**config.mk**
```make
export PLATFORM = sky130hd
export DESIGN_NAME = mbx_req_sender
export DESIGN_NICKNAME = d
export VERILOG_FILES = /design/src/rtl/mbx_pkg.sv /design/src/rtl/mbx_word_count.sv /design/src/rtl/mbx_fit_check.sv /design/src/rtl/mbx_csr_edit.sv /design/src/rtl/mbx_ready_poll.sv /design/src/rtl/mbx_req_sender.sv
export SDC_FILE = /design/constraint.sdc
export NUM_CORES = 1
export LEC_CHECK = 0
export BUFFER_PORTS_ARGS = -buffer_cell sky130_fd_sc_hd__buf_2
export CAP_MARGIN = 10
export CORE_ASPECT_RATIO = 0.5
export CORE_UTILIZATION = 40
export DETAILED_ROUTE_END_ITERATION = 8
export PLACE_DENSITY = 0.67
export SYNTH_ARGS = -nofsm -noshare
export SYNTH_HDL_FRONTEND = slang
export SYNTH_SLANG_ARGS = --single-unit
```
**constraint.sdc**
```tcl
create_clock -name clk -period 6 [get_ports clk]
set_clock_uncertainty 0.05 [all_clocks]
set_input_delay 0.9 -clock clk [delete_from_list [all_inputs] [get_ports clk]]
set_output_delay 0.9 -clock clk [all_outputs]
set_load 0.005 [all_outputs]
```
**src/rtl/mbx_pkg.sv**
```systemverilog
package mbx_pkg;
  localparam int DW      = 32;
  localparam int LEN_W   = 9;
  localparam int ADDR_W  = 8;
  localparam int PTR_W   = 8;
  localparam int WC_W    = LEN_W;

  localparam int CSR_IE  = 0;
  localparam int CSR_IS  = 1;
  localparam int CSR_IG  = 2;
  localparam int CSR_RDY = 3;
  localparam int CSR_RST = 4;
  localparam int CSR_RP  = 8;
  localparam int CSR_WP  = 16;
  localparam int CSR_DEP = 24;

  typedef enum logic [1:0] {
    MBX_OK        = 2'd0,
    MBX_ERR_EMPTY = 2'd1,
    MBX_ERR_BIG   = 2'd2,
    MBX_ERR_NORDY = 2'd3
  } mbx_err_e;

  typedef enum logic [1:0] {
    EDIT_RING    = 2'd0,
    EDIT_RESET   = 2'd1,
    EDIT_RELEASE = 2'd2
  } csr_edit_e;

  function automatic logic [DW-1:0] mbx_pack_hdr(
    input logic              complete,
    input logic [LEN_W-1:0]  len,
    input logic [ADDR_W-1:0] host,
    input logic [ADDR_W-1:0] client);
    logic [DW-1:0] w;
    w = '0;
    w[31]    = complete;
    w[24:16] = len;
    w[15:8]  = host;
    w[7:0]   = client;
    return w;
  endfunction
endpackage

```
**src/rtl/mbx_word_count.sv**
```systemverilog
module mbx_word_count
  import mbx_pkg::*;
(
  input  logic [LEN_W-1:0] len,
  output logic [WC_W-1:0]  total,
  output logic             empty
);
  logic [WC_W-1:0] body;

  always_comb begin
    body  = WC_W'(len >> 2) + WC_W'(|len[1:0]);
    empty = (body == '0);
    total = body + WC_W'(1);
  end
endmodule

```
**src/rtl/mbx_fit_check.sv**
```systemverilog
module mbx_fit_check
  import mbx_pkg::*;
(
  input  logic [DW-1:0]   csr,
  input  logic [WC_W-1:0] words,
  output logic            fits
);
  logic [PTR_W-1:0] depth;
  logic [PTR_W-1:0] wptr;
  logic [WC_W-1:0]  room;

  always_comb begin
    depth = csr[CSR_DEP +: PTR_W];
    wptr  = csr[CSR_WP +: PTR_W];
    room  = WC_W'(depth) - WC_W'(wptr);
    fits  = (wptr <= depth) && (words <= room);
  end
endmodule

```
**src/rtl/mbx_csr_edit.sv**
```systemverilog
module mbx_csr_edit
  import mbx_pkg::*;
(
  input  logic [DW-1:0] csr_in,
  input  csr_edit_e     mode,
  output logic [DW-1:0] csr_out
);
  always_comb begin
    csr_out         = csr_in;
    csr_out[CSR_IG] = 1'b1;
    unique case (mode)
      EDIT_RESET:   csr_out[CSR_RST] = 1'b1;
      EDIT_RELEASE: begin
        csr_out[CSR_RDY] = 1'b1;
        csr_out[CSR_RST] = 1'b0;
      end
      default:      csr_out[CSR_RST] = 1'b0;
    endcase
  end
endmodule

```
**src/rtl/mbx_ready_poll.sv**
```systemverilog
module mbx_ready_poll #(
  parameter int RETRY = 100,
  parameter int DELAY = 1000
) (
  input  logic clk,
  input  logic rst_n,
  input  logic go,
  input  logic peer_ready,
  output logic idle,
  output logic fin,
  output logic ok
);
  localparam int TRY_W = $clog2(RETRY + 1);
  localparam int GAP_W = $clog2(DELAY + 1);

  typedef enum logic [1:0] {P_IDLE, P_POLL, P_GAP} poll_st_e;

  poll_st_e          st;
  logic [TRY_W-1:0]  tries;
  logic [GAP_W-1:0]  gap;

  assign idle = (st == P_IDLE);
  assign ok   = (st == P_POLL) && peer_ready;
  assign fin  = (st == P_POLL) && (peer_ready || tries == TRY_W'(RETRY - 1));

  always_ff @(posedge clk or negedge rst_n) begin
    if (!rst_n) begin
      st    <= P_IDLE;
      tries <= '0;
      gap   <= '0;
    end else begin
      unique case (st)
        P_IDLE: if (go) begin
          st    <= P_POLL;
          tries <= '0;
        end
        P_POLL: if (fin) begin
          st <= P_IDLE;
        end else begin
          st  <= P_GAP;
          gap <= GAP_W'(DELAY - 1);
        end
        P_GAP: if (gap == '0) begin
          st    <= P_POLL;
          tries <= tries + TRY_W'(1);
        end else begin
          gap <= gap - GAP_W'(1);
        end
        default: st <= P_IDLE;
      endcase
    end
  end
endmodule

```
**src/rtl/mbx_req_sender.sv**
```systemverilog
module mbx_req_sender
  import mbx_pkg::*;
#(
  parameter int RETRY = 100,
  parameter int DELAY = 1000
) (
  input  logic              clk,
  input  logic              rst_n,
  input  logic              start,
  input  logic              hdr_complete,
  input  logic [ADDR_W-1:0] hdr_host_addr,
  input  logic [ADDR_W-1:0] hdr_client_addr,
  input  logic [LEN_W-1:0]  hdr_len,
  input  logic [DW-1:0]     cmd_hdr,
  input  logic              pl_valid,
  input  logic [DW-1:0]     pl_data,
  output logic              pl_ready,
  output logic              cb_valid,
  output logic [DW-1:0]     cb_data,
  input  logic              cb_ready,
  input  logic [DW-1:0]     csr_rdata,
  output logic              csr_we,
  output logic [DW-1:0]     csr_wdata,
  input  logic              peer_ready,
  output logic              busy,
  output logic              done,
  output logic [1:0]        err_code
);
  typedef enum logic [3:0] {
    S_IDLE, S_CHECK, S_RW1, S_RSET, S_RW2, S_RREL, S_RECHK,
    S_HDR, S_CMD, S_PL, S_IRQ, S_FWAIT
  } snd_st_e;

  snd_st_e          st;
  logic [DW-1:0]    hdr_q;
  logic [DW-1:0]    cmd_q;
  logic [WC_W-1:0]  words_q;
  logic [WC_W-1:0]  pl_left_q;
  logic             done_q;
  mbx_err_e         err_q;

  logic [WC_W-1:0]  len_words;
  logic             len_empty;
  logic             fits;
  logic             p_go, p_idle, p_fin, p_ok;
  csr_edit_e        edit_mode;

  mbx_word_count u_wc (
    .len   (hdr_len),
    .total (len_words),
    .empty (len_empty)
  );

  mbx_fit_check u_fit (
    .csr   (csr_rdata),
    .words (words_q),
    .fits  (fits)
  );

  mbx_csr_edit u_edit (
    .csr_in  (csr_rdata),
    .mode    (edit_mode),
    .csr_out (csr_wdata)
  );

  assign p_go = p_idle && ((st == S_RW1) || (st == S_RW2) || (st == S_FWAIT));

  mbx_ready_poll #(.RETRY(RETRY), .DELAY(DELAY)) u_poll (
    .clk        (clk),
    .rst_n      (rst_n),
    .go         (p_go),
    .peer_ready (peer_ready),
    .idle       (p_idle),
    .fin        (p_fin),
    .ok         (p_ok)
  );

  always_comb begin
    cb_valid = 1'b0;
    cb_data  = hdr_q;
    pl_ready = 1'b0;
    unique case (st)
      S_HDR: cb_valid = 1'b1;
      S_CMD: begin
        cb_valid = 1'b1;
        cb_data  = cmd_q;
      end
      S_PL: begin
        cb_valid = pl_valid;
        cb_data  = pl_data;
        pl_ready = cb_ready;
      end
      default: ;
    endcase
  end

  always_comb begin
    csr_we    = (st == S_RSET) || (st == S_RREL) || (st == S_IRQ);
    edit_mode = EDIT_RING;
    if (st == S_RSET) edit_mode = EDIT_RESET;
    if (st == S_RREL) edit_mode = EDIT_RELEASE;
  end

  assign busy     = (st != S_IDLE);
  assign done     = done_q;
  assign err_code = err_q;

  always_ff @(posedge clk or negedge rst_n) begin
    if (!rst_n) begin
      st        <= S_IDLE;
      hdr_q     <= '0;
      cmd_q     <= '0;
      words_q   <= '0;
      pl_left_q <= '0;
      done_q    <= 1'b0;
      err_q     <= MBX_OK;
    end else begin
      done_q <= 1'b0;
      unique case (st)
        S_IDLE: if (start) begin
          if (len_empty) begin
            done_q <= 1'b1;
            err_q  <= MBX_ERR_EMPTY;
          end else begin
            hdr_q     <= mbx_pack_hdr(hdr_complete, hdr_len, hdr_host_addr, hdr_client_addr);
            cmd_q     <= cmd_hdr;
            words_q   <= len_words;
            pl_left_q <= len_words - WC_W'(2);
            err_q     <= MBX_OK;
            st        <= S_CHECK;
          end
        end
        S_CHECK: st <= fits ? S_HDR : S_RW1;
        S_RW1:   if (p_fin) st <= p_ok ? S_RSET : S_RECHK;
        S_RSET:  st <= S_RW2;
        S_RW2:   if (p_fin) st <= p_ok ? S_RREL : S_RECHK;
        S_RREL:  st <= S_RECHK;
        S_RECHK: if (fits) begin
          st <= S_HDR;
        end else begin
          st     <= S_IDLE;
          done_q <= 1'b1;
          err_q  <= MBX_ERR_BIG;
        end
        S_HDR: if (cb_ready) st <= S_CMD;
        S_CMD: if (cb_ready) st <= (pl_left_q == '0) ? S_IRQ : S_PL;
        S_PL:  if (pl_valid && cb_ready) begin
          pl_left_q <= pl_left_q - WC_W'(1);
          if (pl_left_q == WC_W'(1)) st <= S_IRQ;
        end
        S_IRQ:   st <= S_FWAIT;
        S_FWAIT: if (p_fin) begin
          st     <= S_IDLE;
          done_q <= 1'b1;
          err_q  <= p_ok ? MBX_OK : MBX_ERR_NORDY;
        end
        default: st <= S_IDLE;
      endcase
    end
  end
endmodule

```
== Word level (Yosys, flattened, before mapping) ==
Cells that the tools add are included.
Word-level totals
  register bits: 102
  input port bits: 128
  output and inout bits: 71
  word-level logic and storage cells: 127
Cells by class
  add/subtract/negate cells: 7
  magnitude comparators: 2
  equality and inequality tests: 31
  multiplexer cells: 47
  bitwise operators: 1
  reductions and logical operators: 29
Operators with widths (count)
  32-bit one-hot mux with 2 select lines: 1
  4-bit one-hot mux with 12 select lines: 1
  4-bit two-way mux: 9
  9-bit two-way mux: 3
  2-bit != test (second input constant): 13
  10-bit two-way mux: 2
  2-bit two-way mux: 10
  10-bit one-hot mux with 2 select lines: 1
  9-bit logical NOT: 2
  9-bit one-hot mux with 2 select lines: 1
  4-bit by 3-bit equality test with 1-bit output (second input constant): 4
  4-bit equality test (second input constant): 4
  7-bit two-way mux: 2
  7-bit one-hot mux with 2 select lines: 1
  2-bit one-hot mux with 3 select lines: 2
  10-bit logical NOT: 1
  10-bit by 1-bit subtractor with 10-bit output (second input constant): 1
  8-bit by 1-bit adder with 9-bit output (second input constant): 1
  9-bit by 1-bit equality test with 1-bit output (second input constant): 1
  9-bit <= comparator: 1
  1-bit two-way mux: 9
  3-bit two-way mux: 3
  3-bit AND reduction: 3
  9-bit AND reduction: 1
  25 further kinds: 40

== Depth between registers and ports, before layout ==
  depth after elaboration: 7
  gate-level depth with buffers: 17
  depth with buffers taken out: 17

== Modules after synthesis ==
A second synthesis with hierarchy kept.
Unflattened totals
  cells, all modules: 706
  area, all modules: 7059.3 um^2
Modules (own cells, without submodules)
  mbx_req_sender: times used 1, cells an instance 395, area an instance 4470.5 um^2, sequential area each 2077.0 um^2
  mbx_ready_poll: times used 1, cells an instance 136, area an instance 1280.0 um^2, sequential area each 475.5 um^2
  mbx_fit_check: times used 1, cells an instance 82, area an instance 615.6 um^2, sequential area each 0.0 um^2
  mbx_word_count: times used 1, cells an instance 59, area an instance 449.2 um^2, sequential area each 0.0 um^2
  mbx_csr_edit: times used 1, cells an instance 34, area an instance 244.0 um^2, sequential area each 0.0 um^2

== Least setup slack after synthesis ==
Ideal clock, no wire load.
  path type: input to register
  start point: in csr_rdata[17]
  end point: reg st[1]
  setup time: 0.125 ns
  arrival time: 3.590 ns
  required time: 5.825 ns
  slack: 2.236 ns
  stages: 16
  buffers on the path: 0
  path through: inv_1 ha_1 nor2b_1 o31a_1 o21a_1 nor2_1 o21bai_1 a21oi_1 xor2_1 ha_1 nand4_1 a21o_1 a21oi_1 nor3_1 or3_1 mux2_2
Between the ends
  longest elaborated chain between the ends: 5
  elaborated cells between the ends (all ways): 6
  those cells by class: add/sub: 1; order compare: 2; mux: 2; reduce/logical: 1
RTL lines
  start: declaration: RTL line mbx_req_sender.sv:21  | input logic [DW-1:0] csr_rdata,
  8-bit by 8-bit subtractor with 9-bit output: RTL line mbx_fit_check.sv:15  | room = WC_W'(depth) - WC_W'(wptr);
  9-bit <= comparator: RTL line mbx_fit_check.sv:16  | fits = (wptr <= depth) && (words <= room);
  1-bit logical AND (*): RTL line mbx_fit_check.sv:16
  3-bit two-way mux (*): RTL line mbx_req_sender.sv:138  | S_RECHK: if (fits) begin
  4-bit one-hot mux with 12 select lines (*): RTL line mbx_req_sender.sv:119  | unique case (st)
  end signal: assignment: RTL line mbx_req_sender.sv:134  | S_RW1: if (p_fin) st <= p_ok ? S_RSET : S_RECHK;
  end signal: assignment: RTL line mbx_req_sender.sv:136  | S_RW2: if (p_fin) st <= p_ok ? S_RREL : S_RECHK;
  end signal: assignment: RTL line mbx_req_sender.sv:146  | S_CMD: if (cb_ready) st <= (pl_left_q == '0) ? S_IRQ : S_PL;
  end: declaration: RTL line mbx_req_sender.sv:34  | snd_st_e st;
Every way passes the cells marked *; elsewhere a longest branch is shown, timed or not.
A chain may end at the register's enable or synchronous reset.

== Worst setup path after layout ==
Same ends and word-level chain as after synthesis.

==> impl_metrics.py <==
metrics = {
    "grt": {
        "grt_antenna_before_repair": 0,
        "grt_pass1_wl_um": 27200,
        "overflow": 0,
        "grt_max_degree": 62,
        "grtUsageTotal_pct": 19.7,
        "grt_pass1_vias": 5718,
    },
    "clock_network": {
        "postCtsSetupRepairBufs": 0,
        "clock_sinks": 102,
        "tritoncts": "built",
        "path_clk_slew_ns": 0.07,
        "cts_made_buffers": 9,
        "clockBufferDepth": 2,
        "cts_hold_buf": 0,
        "cts-resized-gates": 0,
        "clock_latency_ns": 0.34,
        "htreeDepth": 3,
        "cts_root_buf": "clkbuf_16",
    },
    "pwr": {
        "swShare_pct": 39.2,
        "sequentialPowerShare_pct": 39.3,
        "switching_power_mw": 1.20,
        "pwr-share-clk_pct": 19.5,
        "p_leak_nw": 3.95,
        "internal_power_mw": 1.87,
        "irDropWorstVdd_v": 0.000139,
        "p_comb_share_pct": 41.2,
        "powerDensity_mw_per_mm2": 402,
    },
    "synth": {
        "syn_inst": 776,
        "ys_ff_latch": 102,
        "synth-edff-count": 0,
        "post-synth-top-area-fraction_pct": 38.4,
        "synth-warning-count": 0,
        "netlist_area_mm2": 0.00665,
        "synth_flop_cell": "dfrtp_1",
        "yosysUniqueCellTypes": 78,
        "synth_fp_nets": 931,
        "synth_area_leaders": "dfrtp_1, nand2_1, ha_1, buf_4, a222oi_1",
        "async_reset_ff_share_pct": 100,
        "avgSynthCellArea_um2": 8.56,
        "yosysTopAreaCell": "dfrtp_1",
        "ys_seq_area_share_pct": 38.4,
    },
    "worst_setup_path": {
        "critical_path_required_ns": 6.18,
        "crit_path_start_kind": "input pin",
        "r2r-start": "st[1]",
        "timing.rr.end": "pl_left_q[7]",
        "cp.arrival_ns": 4.13,
        "path_max_fanout": 3,
        "regToRegSetupSlack_ns": 2.74,
        "r2r_cells": 7,
        "setup.worst_path.class": "input pin to flop",
        "critPathCaptureType": "flop",
    },
    "sta": {
        "slew_headroom_pct": 28.2,
        "setup_viol": 0,
        "period_needed_ns": 3.95,
        "finalHoldViolations": 0,
        "finalSetupTns_ns": 0,
        "tightest_slew_ns": 1.07,
        "grt_setup_unrepaired": "false",
        "slew_viol_final": 0,
        "fmax_mhz": 253,
        "post-route-period-util_pct": 65.8,
    },
    "layout": {
        "syn2layout_area_growth_pct": 15.0,
        "n_antenna_cell": 0,
        "nNetsFinal": 1049,
        "fin_area_mm2": 0.00764,
        "drive_above_1_share_pct": 24.7,
        "final_util_pct": 48.3,
        "fill_cells": 1593,
    },
    "hold_path": {
        "min-delay-path-class": "flop to flop",
        "worstHoldPathCells": 2,
        "hold_end": "cmd_q[19]",
        "hold_start": "cmd_q[19]",
    },
    "routing": {
        "drt_wl_total_um": 16200,
        "via_count": 5855,
        "drc_errors": 0,
        "drt_iter0_drc": 531,
        "avgViaCountPerCell": 5.23,
        "wl_per_cell_um": 14.4,
        "route.antenna.remaining_nets": 0,
        "drt_pass1_iterations": 8,
    },
    "placed_design": {
        "port_buffers": 169,
        "place_area_mm2": 0.00733,
        "routabilityCongestion": 0.870,
        "dpl.hpwl_um": 11700,
    },
    "die": {
        "rows": 32,
        "core_mm2": 0.0158,
        "dieWidth_um": 184,
        "start_util_pct": 42.0,
        "die-area_mm2": 0.0172,
        "io_pins": 199,
        "die_height_um": 93.2,
    },
    "status": {
        "status": "completed",
    },
    "flow_run": {
        "drv_cap": 0,
    },
}
==> power by group through the flow <==
stage                     combinational [mW]  sequential [mW]  clock [mW]
final                                   1.26             1.21       0.598
after global routing                    1.45             1.25       0.640
after CTS                               1.28             1.20       0.614
after detailed placement                1.27             1.21           0
after global placement                  1.24             1.20           0
after floorplan                         1.00             1.11           0
==> flip-flops by register name (all words and copies together) (netlist names) <==
name / cells
u_poll.gap: 10
u_poll.tries: 7
err_code: 2
u_poll.st: 2
cmd_q: 32
hdr_q: 26
done: 1
pl_left_q: 9
st: 4
words_q: 9
==> layout by cell type, fill, tap and decap left out, types with 13 or more instances in the layout <==
cell,n
dfrtp_1,102
inv_1,54
o21ai_0,34
nand2_1,226
xnor2_1,20
buf_2,168
a21oi_1,20
nor2_1,21
a222oi_1,26
ha_1,26
nand3_1,13
==> worst max-delay path, cell delays in order <==
cell and delay, ns:
buf_2 0.11, inv_1 0.04, ha_1 0.29, nor2b_1 0.15
o31a_1 0.28, o21a_1 0.18, nor2_1 0.17, o21bai_1 0.09
a21oi_1 0.20, xor2_1 0.10, ha_1 0.31, nand4_1 0.12
a21o_1 0.17, a21oi_1 0.25, nor3_1 0.14, or3_1 0.38
mux2_2 0.26
==> worst max path at each step <==
stage                   from  cells past startpoint  slack, ns          end
6_report       csr_rdata[17]                     17       2.05        st[1]
3_5_place_dp   csr_rdata[17]                     17       1.65        st[1]
4_1_cts                st[0]                      6       1.92  cb_data[22]
5_1_grt        csr_rdata[18]                     17       1.81        st[1]
3_3_place_gp   csr_rdata[17]                     17       1.78        st[1]
2_1_floorplan  csr_rdata[17]                     16       2.24        st[1]
==> cell usage after synthesis, types with 14 or more instances <==
| master | count |
|---|---|
| nand3_1 | 14 |
| o21ai_0 | 34 |
| dfrtp_1 | 102 |
| nor2_1 | 21 |
| xnor2_1 | 20 |
| clkbuf_1 | 14 |
| ha_1 | 26 |
| nand2_1 | 226 |
| a21oi_1 | 20 |
| a222oi_1 | 26 |
| inv_1 | 54 |
| buf_4 | 35 |
==> cell families after synthesis <==
logic type | after synthesis | synth area share, %
muxes | 4 | 0.621
xor gates and xnor gates | 32 | 4.44
and+or+nand+nor | 345 | 24.2
DFF | 102 | 38.4
buffers and inverters | 122 | 10.6
adders and majority gates | 27 | 5.20
other | 1 | 0.0564
AOI/OAI and AO/OA | 143 | 16.5
==> stage by stage <==
stage          hold WS, ns  instances  power (mW)  setup WS (ns)
3_5_place_dp         0.411       1103        2.48           1.65
4_1_cts              0.428       1119        3.09           1.92
2_1_floorplan        0.395        776        2.12           2.24
3_3_place_gp         0.407       1103        2.44           1.78
6_report             0.427       1120        3.07           2.05
5_1_grt              0.459       1120        3.35           1.81
==> per-layer routing <==
layer  part of all wire (%)  global-route usage, %  vias to the layer above
li1                       -                      -                     2881
met1                     46                   26.3                     2786
met2                     48                   32.8                      167
met3                    4.6                   3.12                       21
met4                    1.5                   6.25                        0
met5                      0                      0                        -
==> cell type report <==
class | count | area [um2] | share of cell area [%]
Clock buffer | 11 | 243 | 3.18
Clock inverter | 5 | 58.8 | 0.770
Inverter | 54 | 203 | 2.65
Multi-Input combinational cell | 552 | 3410 | 44.6
Sequential cell | 102 | 2550 | 33.4
Tap cell | 221 | 277 | 3.62
Timing Repair Buffer | 175 | 897 | 11.7
(Power assumes the default switching activity.)
